### src/rtl/irq_pkg.sv
package irq_pkg;
  typedef enum logic [1:0] {
    SENSE_LOW  = 2'b00,
    SENSE_RSVD = 2'b01,
    SENSE_FALL = 2'b10,
    SENSE_RISE = 2'b11
  } sense_t;
endpackage

### src/rtl/irq_pin_cell.sv
module irq_pin_cell
  import irq_pkg::*;
(
  input  logic       clk_i,
  input  logic       rst_ni,
  input  logic       pin_i,
  input  logic [1:0] sense_i,
  input  logic       en_i,
  input  logic       clr_i,
  output logic       flag_o,
  output logic       pend_o
);
  sense_t sense;
  logic   pin_q, flag_q, fall, rise, set;

  assign sense = sense_t'(sense_i);
  assign fall  = pin_q & ~pin_i;
  assign rise  = ~pin_q & pin_i;
  assign set   = ((sense == SENSE_FALL) & fall) | ((sense == SENSE_RISE) & rise);

  // pin idles high, so reset the sampled copy high
  always_ff @(posedge clk_i or negedge rst_ni) begin
    if (!rst_ni) begin
      pin_q  <= 1'b1;
      flag_q <= 1'b0;
    end else begin
      pin_q <= pin_i;
      if (set)        flag_q <= 1'b1;
      else if (clr_i) flag_q <= 1'b0;
    end
  end

  always_comb begin
    unique case (sense)
      SENSE_LOW:              pend_o = en_i & ~pin_q;
      SENSE_FALL, SENSE_RISE: pend_o = en_i & flag_q;
      default:                pend_o = 1'b0;
    endcase
  end

  assign flag_o = flag_q;

  assert_reserved_quiet_R8: assert property (@(posedge clk_i) disable iff (!rst_ni)
    (sense == SENSE_RSVD) |-> !pend_o);
endmodule

### src/rtl/irq_evt_cell.sv
module irq_evt_cell #(
  parameter bit GATED_CAPTURE = 1'b0
) (
  input  logic clk_i,
  input  logic rst_ni,
  input  logic ev_i,
  input  logic en_i,
  input  logic mask_i,
  input  logic clr_i,
  output logic flag_o,
  output logic pend_o
);
  logic flag_q, set;

  generate
    if (GATED_CAPTURE) begin : g_gated
      // strobe source: enable gates capture, mask gates request
      assign set    = ev_i & en_i;
      assign pend_o = flag_q & ~mask_i;

      assert_lost_when_disabled_R1: assert property (@(posedge clk_i) disable iff (!rst_ni)
        (!en_i && !flag_q) |=> !flag_q);
      assert_mask_holds_R2: assert property (@(posedge clk_i) disable iff (!rst_ni)
        mask_i |-> !pend_o);
    end else begin : g_free
      logic cond_q;
      always_ff @(posedge clk_i or negedge rst_ni) begin
        if (!rst_ni) cond_q <= 1'b0;
        else         cond_q <= ev_i;
      end
      // static condition: flag only on the low-to-high change
      assign set    = ev_i & ~cond_q;
      assign pend_o = flag_q & en_i & ~mask_i;

      assert_flag_on_rise_R3: assert property (@(posedge clk_i) disable iff (!rst_ni)
        (ev_i && !cond_q) |=> flag_q);
    end
  endgenerate

  always_ff @(posedge clk_i or negedge rst_ni) begin
    if (!rst_ni)    flag_q <= 1'b0;
    else if (set)   flag_q <= 1'b1;
    else if (clr_i) flag_q <= 1'b0;
  end

  assign flag_o = flag_q;
endmodule

### src/rtl/irq_prio_enc.sv
module irq_prio_enc #(
  parameter int N     = 8,
  parameter int VEC_W = $clog2(N + 1)
) (
  input  logic             clk_i,
  input  logic             rst_ni,
  input  logic [N-1:0]     pend_i,
  output logic             req_o,
  output logic [VEC_W-1:0] vec_o
);
  always_comb begin
    vec_o = '0;
    for (int i = N - 1; i >= 0; i--) begin
      if (pend_i[i]) vec_o = VEC_W'(i + 1);
    end
  end
  assign req_o = |pend_i;

  logic [N-1:0] below;
  assign below = (N'(1) << (vec_o - 1'b1)) - N'(1);

  assert_vec_pending_R9: assert property (@(posedge clk_i) disable iff (!rst_ni)
    req_o |-> pend_i[vec_o - 1'b1]);
  assert_vec_lowest_R9: assert property (@(posedge clk_i) disable iff (!rst_ni)
    req_o |-> ((pend_i & below) == '0));
endmodule

### src/rtl/irq_ctrl.sv
module irq_ctrl #(
  parameter int NUM_PIN  = 2,
  parameter int NUM_COND = 2,
  parameter int NUM_USB  = 4,
  localparam int NUM_SRC = NUM_PIN + NUM_COND + NUM_USB,
  localparam int VEC_W   = $clog2(NUM_SRC + 1)
) (
  input  logic                  clk_i,
  input  logic                  rst_ni,
  input  logic [NUM_PIN-1:0]    pin_i,
  input  logic [2*NUM_PIN-1:0]  sense_i,
  input  logic [NUM_COND-1:0]   cond_i,
  input  logic [NUM_USB-1:0]    usb_ev_i,
  input  logic [NUM_SRC-1:0]    en_i,
  input  logic [NUM_USB-1:0]    usb_mask_i,
  input  logic                  gie_set_i,
  input  logic                  gie_clr_i,
  input  logic                  w1c_i,
  input  logic [NUM_SRC-1:0]    w1c_bits_i,
  input  logic                  ack_i,
  input  logic [VEC_W-1:0]      ack_vec_i,
  output logic                  irq_req_o,
  output logic [VEC_W-1:0]      irq_vec_o,
  output logic [NUM_SRC-1:0]    flags_o,
  output logic                  gie_o
);
  localparam int COND_BASE = NUM_PIN;
  localparam int USB_BASE  = NUM_PIN + NUM_COND;

  logic               gie_q;
  logic [NUM_SRC-1:0] w1c_q, clr, pend, flags;

  always_ff @(posedge clk_i or negedge rst_ni) begin
    if (!rst_ni) begin
      gie_q <= 1'b0;
      w1c_q <= '0;
    end else begin
      w1c_q <= w1c_i ? w1c_bits_i : '0;
      if (ack_i || gie_clr_i) gie_q <= 1'b0;
      else if (gie_set_i)     gie_q <= 1'b1;
    end
  end

  generate
    for (genvar s = 0; s < NUM_SRC; s++) begin : g_clr
      localparam logic [VEC_W-1:0] MY_VEC = VEC_W'(s + 1);
      assign clr[s] = (ack_i && (ack_vec_i == MY_VEC)) || w1c_q[s];
    end

    for (genvar k = 0; k < NUM_PIN; k++) begin : g_pin
      irq_pin_cell u_cell (
        .clk_i   (clk_i),
        .rst_ni  (rst_ni),
        .pin_i   (pin_i[k]),
        .sense_i (sense_i[2*k +: 2]),
        .en_i    (en_i[k]),
        .clr_i   (clr[k]),
        .flag_o  (flags[k]),
        .pend_o  (pend[k])
      );
    end

    for (genvar j = 0; j < NUM_COND; j++) begin : g_cond
      irq_evt_cell #(.GATED_CAPTURE(1'b0)) u_cell (
        .clk_i  (clk_i),
        .rst_ni (rst_ni),
        .ev_i   (cond_i[j]),
        .en_i   (en_i[COND_BASE + j]),
        .mask_i (1'b0),
        .clr_i  (clr[COND_BASE + j]),
        .flag_o (flags[COND_BASE + j]),
        .pend_o (pend[COND_BASE + j])
      );
    end

    for (genvar u = 0; u < NUM_USB; u++) begin : g_usb
      irq_evt_cell #(.GATED_CAPTURE(1'b1)) u_cell (
        .clk_i  (clk_i),
        .rst_ni (rst_ni),
        .ev_i   (usb_ev_i[u]),
        .en_i   (en_i[USB_BASE + u]),
        .mask_i (usb_mask_i[u]),
        .clr_i  (clr[USB_BASE + u]),
        .flag_o (flags[USB_BASE + u]),
        .pend_o (pend[USB_BASE + u])
      );
    end
  endgenerate

  irq_prio_enc #(.N(NUM_SRC), .VEC_W(VEC_W)) u_prio (
    .clk_i  (clk_i),
    .rst_ni (rst_ni),
    .pend_i (pend & {NUM_SRC{gie_q}}),
    .req_o  (irq_req_o),
    .vec_o  (irq_vec_o)
  );

  assign flags_o = flags;
  assign gie_o   = gie_q;

  assert_ack_clears_gie_R4: assert property (@(posedge clk_i) disable iff (!rst_ni)
    ack_i |=> !gie_o);
  assert_no_req_without_gie_R11: assert property (@(posedge clk_i) disable iff (!rst_ni)
    !gie_o |-> !irq_req_o);
endmodule

### config.mk
export PLATFORM = sky130hd
export DESIGN_NAME = irq_ctrl
export DESIGN_NICKNAME = d
export VERILOG_FILES = /design/src/rtl/irq_pkg.sv /design/src/rtl/irq_pin_cell.sv /design/src/rtl/irq_evt_cell.sv /design/src/rtl/irq_prio_enc.sv /design/src/rtl/irq_ctrl.sv
export SDC_FILE = /design/constraint.sdc
export NUM_CORES = 1
export LEC_CHECK = 0
export ABC_AREA = 1
export ABC_CLOCK_PERIOD_IN_PS = 2200
export BUFFER_PORTS_ARGS = -buffer_cell sky130_fd_sc_hd__buf_2
export CAP_MARGIN = 10
export CORE_UTILIZATION = 40
export CTS_CLUSTER_SIZE = 30
export DETAILED_ROUTE_END_ITERATION = 8
export PLACE_DENSITY = 0.7
export SLEW_MARGIN = 20
export SYNTH_ARGS = -nofsm -noshare
export SYNTH_HDL_FRONTEND = slang
export SYNTH_SLANG_ARGS = --single-unit
### constraint.sdc
create_clock -name clk_i -period 2.2 [get_ports clk_i]
set_clock_uncertainty 0.15 [all_clocks]
set_input_delay 0.22 -clock clk_i [delete_from_list [all_inputs] [get_ports clk_i]]
set_output_delay 0.22 -clock clk_i [all_outputs]
set_load 0.02 [all_outputs]
==> run metrics, run 1 <==
status finished, final reports clean; TritonCTS clock tree built; post-synth top area share 0.420; Mapped Nets between 150 and 200; CTS Sinks 21; Tot GR Track Use 0.207; Final nets 261; Routed Antenna Nets 0; area of the multi-input gates approximately 430 um^2; Seq cells post-synth 21; H-Tree Depth 1; PD cells 520 nW/um^2; Post-synth ARST share 1.00; GPL Wtd Cong about 0.7; Num CTS Buffers 3; max_cap viols 0; Clock transition at path regs between 0.1 and 0.15 ns; Tcrit/Tclk final 0.900; Final Core Density 0.633; Root Driver clkbuf_4; Post-CTS Setup Inserts 0; initial antenna violation count 0; Clk Latency, worst-skew pair 0.29 ns; Period minus WS final about 2 ns; Fillers 243; Netlist cell types 24; Synth Area per Inst roughly 7.7 um^2; share of layout cells above drive strength 1 0.312; PortBufs between 50 and 60; Leak between 0.9 and 1 nW; RSZ-0062 raised after global routing false; Sum Neg Setup Slack 0 ns; Syn-to-layout area delta 43.7%; CP max FO 10; Final setup viols 0; CTS Hold Buffers Added 23; FF/Latch Area about 530 um^2; IO Pins 56; Post-synth EDFFs 0; CP arrival about 1.6 ns; vias in the first global route between 1,000 and 1,500; Initial Util 0.441; Syn Inst Count approximately 150; drt initial violations 4; critical path class reg -> out; die height around 55 um; # diodes 0; ys flop type dfrtp_1; DRT Wirelength 2800 um; DIE AREA 3040 um^2; area leader, netlist dfrtp_1; Hold Vio Cnt, Final 0; Final Max Tran Viols 0; Synth top cells by count 36 x nand2_1, 26 x inv_1, 19 x dfrtp_1, 17 x nor2_1; Worst VDD drop between 400 and 500 uV; wire length per cell roughly 11 um; post-CTS sizing 0; Critical Path RT around 1.8 ns; FMAX just over 0.5 GHz; relative slew slack 0.700; largest net degree at the start of global routing 22; dominant cells by area after synthesis dfrtp_1 42%, nand2_1 12%, inv_1 8.6%; gr ovfl total 0; startpoint class of the critical path register; global-route wire length before repair roughly 4500 um; worst min-delay path class in -> reg; DRC errors left 0; Die X roughly 55 um; Worst-Margin Slew 0.450 ns; std cell rows 18; Mapped Area 1130 um^2; Post-DP HPWL roughly 2000 um; via count between 1,000 and 1,500; DRT Pass-1 Iters 4; YS warnings 0; most frequent cell after synthesis nand2_1; Seq/Total Area, Yosys 0.467; Clock Tree Buf Depth 2; CP endpoint kind output pin; Vias/cell roughly 4.7; Core ar. around 2600 um^2
layout make-up:
class,count,share of cell area
Sequential cell,21,0.325
Inverter,26,0.0600
Timing Repair Buffer,78,0.311
Multi-Input combinational cell,89,0.265
Tap cell,30,0.0231
Clock buffer,4,0.0162
final timing paths:
check / start / endpoint / slack, ns / cells after the start
min reg2reg: w1c_q[7] / g_usb[3].u_cell.flag_o / 0.28 / 1
max in group asynchronous: rst_ni / g_pin[0].u_cell.pin_q / 1.33 / 2
max: gie_o / irq_vec_o[1] / 0.22 / 7
min in group asynchronous: rst_ni / w1c_q[0] / 0.24 / 2
max reg2reg: gie_o / gie_o / 0.59 / 3
min: sense_i[0] / g_pin[0].u_cell.flag_o / 0.03 / 3
stage by stage:
stage                     worst slack [ns]  cell area, um^2  power, mW  hold slack, ns  instances
after floorplan                      0.589             1130      0.573          -0.226        146
after global placement               0.649             1370      0.633          0.0407        221
after detailed placement             0.594             1370      0.638          0.0457        221
after CTS                            0.242             1630      0.846          0.0218        248
after global routing                0.0783             1630      0.892          0.0514        248
final                                0.219             1630      0.846          0.0328        248
registers in the layout, summed over array words and instances (netlist names):
name	cells
g_cond.u_cell.flag_o	2
g_cond.u_cell.g_free.cond_q	2
g_pin.u_cell.flag_o	2
g_pin.u_cell.pin_q	2
g_usb.u_cell.flag_o	4
gie_o	1
w1c_q	8
power by group:
group | leakage [nW] | internal (mW) | total (mW) | switching, mW
sequential | 0.253 | 0.418 | 0.443 | 0.0251
clock | 0.0150 | 0.0705 | 0.182 | 0.112
combinational | 0.701 | 0.101 | 0.220 | 0.120
per-layer routing:
metal	vias up	GRT usage	wire, um
met5	-	0	0
met4	0	0.0625	16
met3	2	0.0191	142
met2	41	0.400	1460
met1	524	0.238	1180
li1	589	-	-
kinds of logic (layout without fill, tap and decap cells):
kind of cell           Yosys count  after routing  share of synthesized area
flip-flops                      21             21                      0.467
AND/OR/NAND/NOR                 74             74                      0.300
buffers and inverters           36            108                      0.153
AO/OA/AOI/OAI                   15             15                     0.0808
worst max-delay path: stages (launching register included):
cell and delay, ns:
dfrtp_1 0.62, nand3_1 0.19, inv_1 0.10, nor2_1 0.04
nor2_1 0.08, nor2_1 0.05, nor2_1 0.07, buf_2 0.16
placed cells by master, fill, tap and decap left out, types with 3 or more instances in the layout:
cell / n
nand4_1: 3
clkbuf_4: 3
inv_1: 26
dlygate4sd3_1: 23
nor2_1: 17
o31ai_1: 3
nand2_1: 36
buf_2: 55
o21ai_0: 7
nand3_1: 8
dfrtp_1: 19
(Power assumes the default switching activity.)
==> run 2: changes to the inputs <==
ABC_AREA = unset   (was 1)
PLACE_DENSITY = 0.71   (was 0.7)
==> run 2 against run 1 <==
- die area shrank 4.1%
- sequential share of layout area decreased by 0.20 points
- critical path type unchanged
- clock power about the same
- combinational power rose by 5%
==> run metrics, run 2 <==
register with the most flip-flops w1c_q; Synth top cells by count 19 x dfrtp_1, 11 x and2_1, 9 x nand2_1, 8 x buf_4; DRT Wirelength approximately 2800 um; WP buf/inv 1; Post-DP HPWL just under 2000 um; Worst R2R Setup Slack between 0.6 and 0.7 ns; vias in the first global route 950; startpoint class of the critical path register; worst min-delay path class in -> reg; status finished, final reports clean; Tcrit/Tclk final 0.999; Final nets 225; worst r2r path cells 3; highest-count cells in the layout ignoring fill and taps 54 x buf_2, 24 x dlygate4sd3_1, 18 x dfrtp_1; Worst-Margin Slew between 0.4 and 0.5 ns; YS warnings 0; crit path cell chain and2_1 -> o41ai_4 -> nor4b_2 -> buf_4; post-route non-filler standard cell count between 200 and 250; max_cap viols 0; most frequent cell after synthesis dfrtp_1; Critical Path RT ~1.8 ns; most common cell after layout, fill and taps aside buf_2; Root Driver clkbuf_4; GPL Wtd Cong around 0.8; area of the multi-input gates ~500 um^2; Synth Area per Inst about 10 um^2; Mapped Area ~1100 um^2; relative slew slack 0.701; Worst VDD drop 453 uV; IO Pins 56; ys flop type dfrtp_1; FF/Latch Area ~530 um^2; std cell rows 18; Largest register FFs 8; Core ar. 2520 um^2; Routed Antenna Nets 0; CP endpoint kind output pin; CP max FO 4; dominant cells by area after synthesis dfrtp_1 44%, and2_1 6.4%, buf_4 5.5%; DRT Pass-1 Iters 4; PD cells 521 nW/um^2; Syn-to-layout area delta 51.3%; Post-synth ARST share 1.00; Post-CTS Setup Inserts 0; CP arrival 1.83 ns; initial antenna violation count 0; Period minus WS final between 2 and 2.5 ns; Crit. path cell count 4; total chip power between 0.8 and 0.9 mW; critical path class reg -> out; Critical Path Max Stage Delay 0.44 ns; Reg2Reg Launch Point gie_o; Netlist cell types 31; FMAX 0.455 GHz; Hold Vio Cnt, Final 0; Num CTS Buffers 3; # diodes 0; dpl cells 184; H-Tree Depth 1; Final setup viols 0; DIE AREA 2920 um^2; Layout Cell Area excl Fill around 1600 um^2; Syn Inst Count about 110; Initial Util 0.430; Seq cells post-synth 21; Post-synth EDFFs 0; Mapped Nets 150; CP top delay family simple AND/OR/NAND/NOR gates; CP startpoint g_cond[1].u_cell.flag_o; Fillers roughly 210; critical path endpoint irq_vec_o[3]; wire length per cell ~13 um; Final Core Density 0.650; Tot GR Track Use 0.191; Die X approximately 54 um; Clock Tree Buf Depth 2; TritonCTS clock tree built; RR Endpoint gie_o; CTS Sinks 21; hold path cells 3; share of layout cells above drive strength 1 0.374; via count about 1,100; global-route wire length before repair about 3800 um; Seq/Total Area, Yosys 0.487; slowest CP cell o41ai_4; Sum Neg Setup Slack 0 ns; Leak ~0.77 nW; Final Max Tran Viols 0; Post-DP Area ~1300 um^2; Clk Latency, worst-skew pair approximately 0.29 ns; gr ovfl total 0; PortBufs between 50 and 60; die height around 54 um; DRC errors left 0; drt initial violations 34; largest net degree at the start of global routing 22; post-synth top area share 0.439; Clock transition at path regs about 0.11 ns; Vias/cell 5.09; area leader, netlist dfrtp_1
run 2: cell types whose count changed in the layout (fill, tap and decap cells not counted), moves of 5 or more:
cell,before,now
nand2b_1,0,5
a32o_1,0,5
nor2_1,17,1
nand3_1,8,1
nand2_1,36,9
and2_1,0,11
inv_1,26,7
run 2: logic make-up (layout without fill, tap and decap cells):
| logic type | after synthesis | in the layout | synth area share |
|---|---|---|---|
| AOI/OAI and AO/OA | 23 | 23 | 0.154 |
| DFF | 21 | 21 | 0.487 |
| and+or+nand+nor | 48 | 48 | 0.276 |
| buffers and inverters | 16 | 90 | 0.0831 |
run 2: worst min path at each step:
| stage | startpoint | end | slack (ns) |
|---|---|---|---|
| 2_1_floorplan | rst_ni | g_cond[0].u_cell.flag_o | -0.23 |
| 3_3_place_gp | rst_ni | g_usb[2].u_cell.flag_o | 0.04 |
| 4_1_cts | sense_i[1] | g_pin[0].u_cell.flag_o | 0.003 |
| 6_report | sense_i[3] | g_pin[1].u_cell.flag_o | 0.05 |
| 5_1_grt | sense_i[3] | g_pin[1].u_cell.flag_o | 0.04 |
| 3_5_place_dp | rst_ni | g_usb[0].u_cell.flag_o | 0.05 |
run 2: worst reg2reg max path: cells and delay by family, from the launching register on:
| family | cells | cell delay (ns) |
|---|---|---|
| buf+inv | 1 | 0.55 |
| simple gates | 2 | 0.20 |
| flops | 1 | 0.51 |
run 2: final cells by class:
class,instances,share of cell area
multi-input combinational,71,0.305
clock buffer,3,0.0137
sequential,21,0.323
timing repair buffer,79,0.316
clock inverter,1,0.00305
tap,30,0.0229
inverter,7,0.0160
run 2: repair_timing:
action                     CTS  global route
cloned                       0             0
hold endpoints to repair    36             1
setup endpoints to repair    1             2
pin swaps                    0             1
hold buffers                23             1
gates resized for setup      1             7
run 2: metal layers:
layer  share of wire  GRT usage  vias to the layer above
met2            0.58      0.391                       40
li1                -          -                      524
met1            0.36      0.182                      512
met5               0          0                        -
met3           0.049     0.0226                        4
met4           0.014     0.0897                        0
run 2: stage by stage:
step,setup slack (ns),hold WS [ns]
3_5_place_dp,0.287,0.0474
5_1_grt,-0.0601,0.0407
4_1_cts,0.0395,0.00278
3_3_place_gp,0.318,0.0390
6_report,0.00298,0.0461
2_1_floorplan,0.0877,-0.226
run 2: power by group:
group,leakage (nW),switching (mW),internal (mW)
clock network,0.0177,0.113,0.0676
registers,0.253,0.0235,0.418
logic,0.497,0.112,0.119
==> run 3: changes to the inputs <==
CAP_MARGIN = 20   (was 10)
SETUP_SLACK_MARGIN = 0.4   (was unset)
==> run 3 against run 2 <==
- cell area is 9.1% higher
- largest power group unchanged
- first-iteration DRC count is 74% lower
- register-to-register slack worse by 0.10 ns
- critical path type unchanged
- via count is 2.9% higher
- global-route usage is 3.8 points higher
- sequential share of layout area is 2.7 points lower
- die area stayed put
- flip-flop and latch count stayed put
- fmax is 5.4% higher
- clock-buffer cell count is 1 higher
- largest cell class is now multi-input gates
- wire length is 10% higher
- critical path depth is 1 higher
==> run metrics, run 3 (synthesis results as in run 2) <==
GPL Wtd Cong approximately 0.74; Final setup viols 0; Largest register FFs 8; Period minus WS final 2.08 ns; Final Max Tran Viols 0; Core ar. roughly 2500 um^2; CP endpoint kind output pin; DRC errors left 0; largest net degree at the start of global routing 22; Critical Path RT roughly 1.8 ns; # diodes 0; Syn-to-layout area delta 65.0%; critical path class reg -> out; Routed Antenna Nets 0; relative slew slack 0.696; DIE AREA slightly below 3000 um^2; Final Core Density 0.709; FMAX ~0.48 GHz; wire length per cell approximately 14 um; Clock transition at path regs roughly 0.10 ns; TritonCTS clock tree built; vias in the first global route a little over 1,000; crit path cell chain and2_4 -> o41ai_4 -> buf_4 -> nor4b_4 -> buf_4; Hold Vio Cnt, Final 0; worst min-delay path class in -> reg; share of layout cells above drive strength 1 0.452; via count about 1,100; Die X about 54 um; PortBufs between 50 and 60; status finished, final reports clean; Leak approximately 0.84 nW; PD cells between 500 and 600 nW/um^2; global-route wire length before repair 4470 um; Clock Tree Buf Depth 2; Final nets approximately 230; Tcrit/Tclk final 0.948; register with the most flip-flops w1c_q; Clk Latency, worst-skew pair around 0.3 ns; Fillers ~190; Post-DP HPWL roughly 1900 um; max_cap viols 0; Sum Neg Setup Slack 0 ns; initial antenna violation count 0; Critical Path Max Stage Delay about 0.40 ns; worst r2r path cells 3; CTS Sinks 21; CP arrival 1.71 ns; Worst-Margin Slew 0.456 ns; drt initial violations 9; Vias/cell 5.10; DRT Pass-1 Iters 6; IO Pins between 50 and 60; Most common cell on crit path buf_4; most common cell after layout, fill and taps aside buf_2; slowest CP cell dfrtp_1; gr ovfl total 0; highest-count cells in the layout ignoring fill and taps 51 x buf_2, 23 x dlygate4sd3_1, 18 x dfrtp_1; std cell rows 18; Tot GR Track Use 0.229; RSZ-0062 raised after global routing true; Initial Util 0.430; H-Tree Depth 1; die height 54.0 um; hold path cells 2; DRT Wirelength between 3000 and 4000 um; Worst VDD drop 485 uV; startpoint class of the critical path register; CP max FO 3; Num CTS Buffers 3; Root Driver clkbuf_4
## run 3: worst max-delay path, delay by kind of cell (launching register included)
kind | cells | cell delay, ns
DFF | 1 | 0.40
buffers and inverters | 2 | 0.35
AOI/OAI and AO/OA | 1 | 0.34
and+or+nand+nor | 2 | 0.33
## run 3: where the power goes
group          internal (mW)  total [mW]  switching [mW]
logic                  0.149       0.282           0.132
clock network         0.0708       0.179           0.108
registers              0.418       0.441          0.0230
## run 3: path summary, 6_finish.rpt
check	startpoint	endpoint	slack [ns]
worst max-delay path	g_cond[1].u_cell.flag_o	irq_vec_o[3]	0.12
worst min-delay path	sense_i[1]	g_pin[0].u_cell.flag_o	0.02
worst max register to register	g_usb[2].u_cell.flag_o	g_usb[2].u_cell.flag_o	0.59
worst min register to register	g_cond[1].u_cell.g_free.cond_q	g_cond[1].u_cell.flag_o	0.28
max in group asynchronous	rst_ni	g_pin[1].u_cell.pin_q	1.31
min in group asynchronous	rst_ni	g_usb[2].u_cell.flag_o	0.25
## run 3: layer usage
layer / part of all wire / GRT usage / vias to the layer above
li1: - / - / 541
met1: 0.40 / 0.249 / 516
met2: 0.53 / 0.412 / 48
met3: 0.052 / 0.0508 / 6
met4: 0.016 / 0.115 / 0
met5: 0 / 0 / -
## run 3: final cells by class
| cell class | instances | area [um^2] | area share |
|---|---|---|---|
| flip-flops and latches | 21 | 529 | 0.296 |
| multi-input cells | 71 | 597 | 0.334 |
| repair buffers | 85 | 572 | 0.320 |
| well taps | 30 | 37.5 | 0.0210 |
| clock buffers | 4 | 26.3 | 0.0147 |
| inverters | 7 | 26.3 | 0.0147 |
## run 3: repair_timing
item,4_1_cts,5_1_grt
resized for setup,18,9
hold buffers,23,0
endpoints found under the hold margin,36,0
setup buffers,3,3
endpoints found under the setup margin,5,5
pin swaps,7,3
## run 3: metrics by stage
step	hold slack [ns]	instance area, um^2	setup slack, ns	cells	total power, mW
floorplan	-0.226	1100	0.334	108	0.569
global placement	0.0413	1360	0.359	185	0.630
detailed placement	0.0385	1360	0.341	185	0.635
CTS	0.0109	1720	0.122	215	0.882
global route	0.0170	1790	0.0270	218	0.960
finish	0.0166	1790	0.115	218	0.901
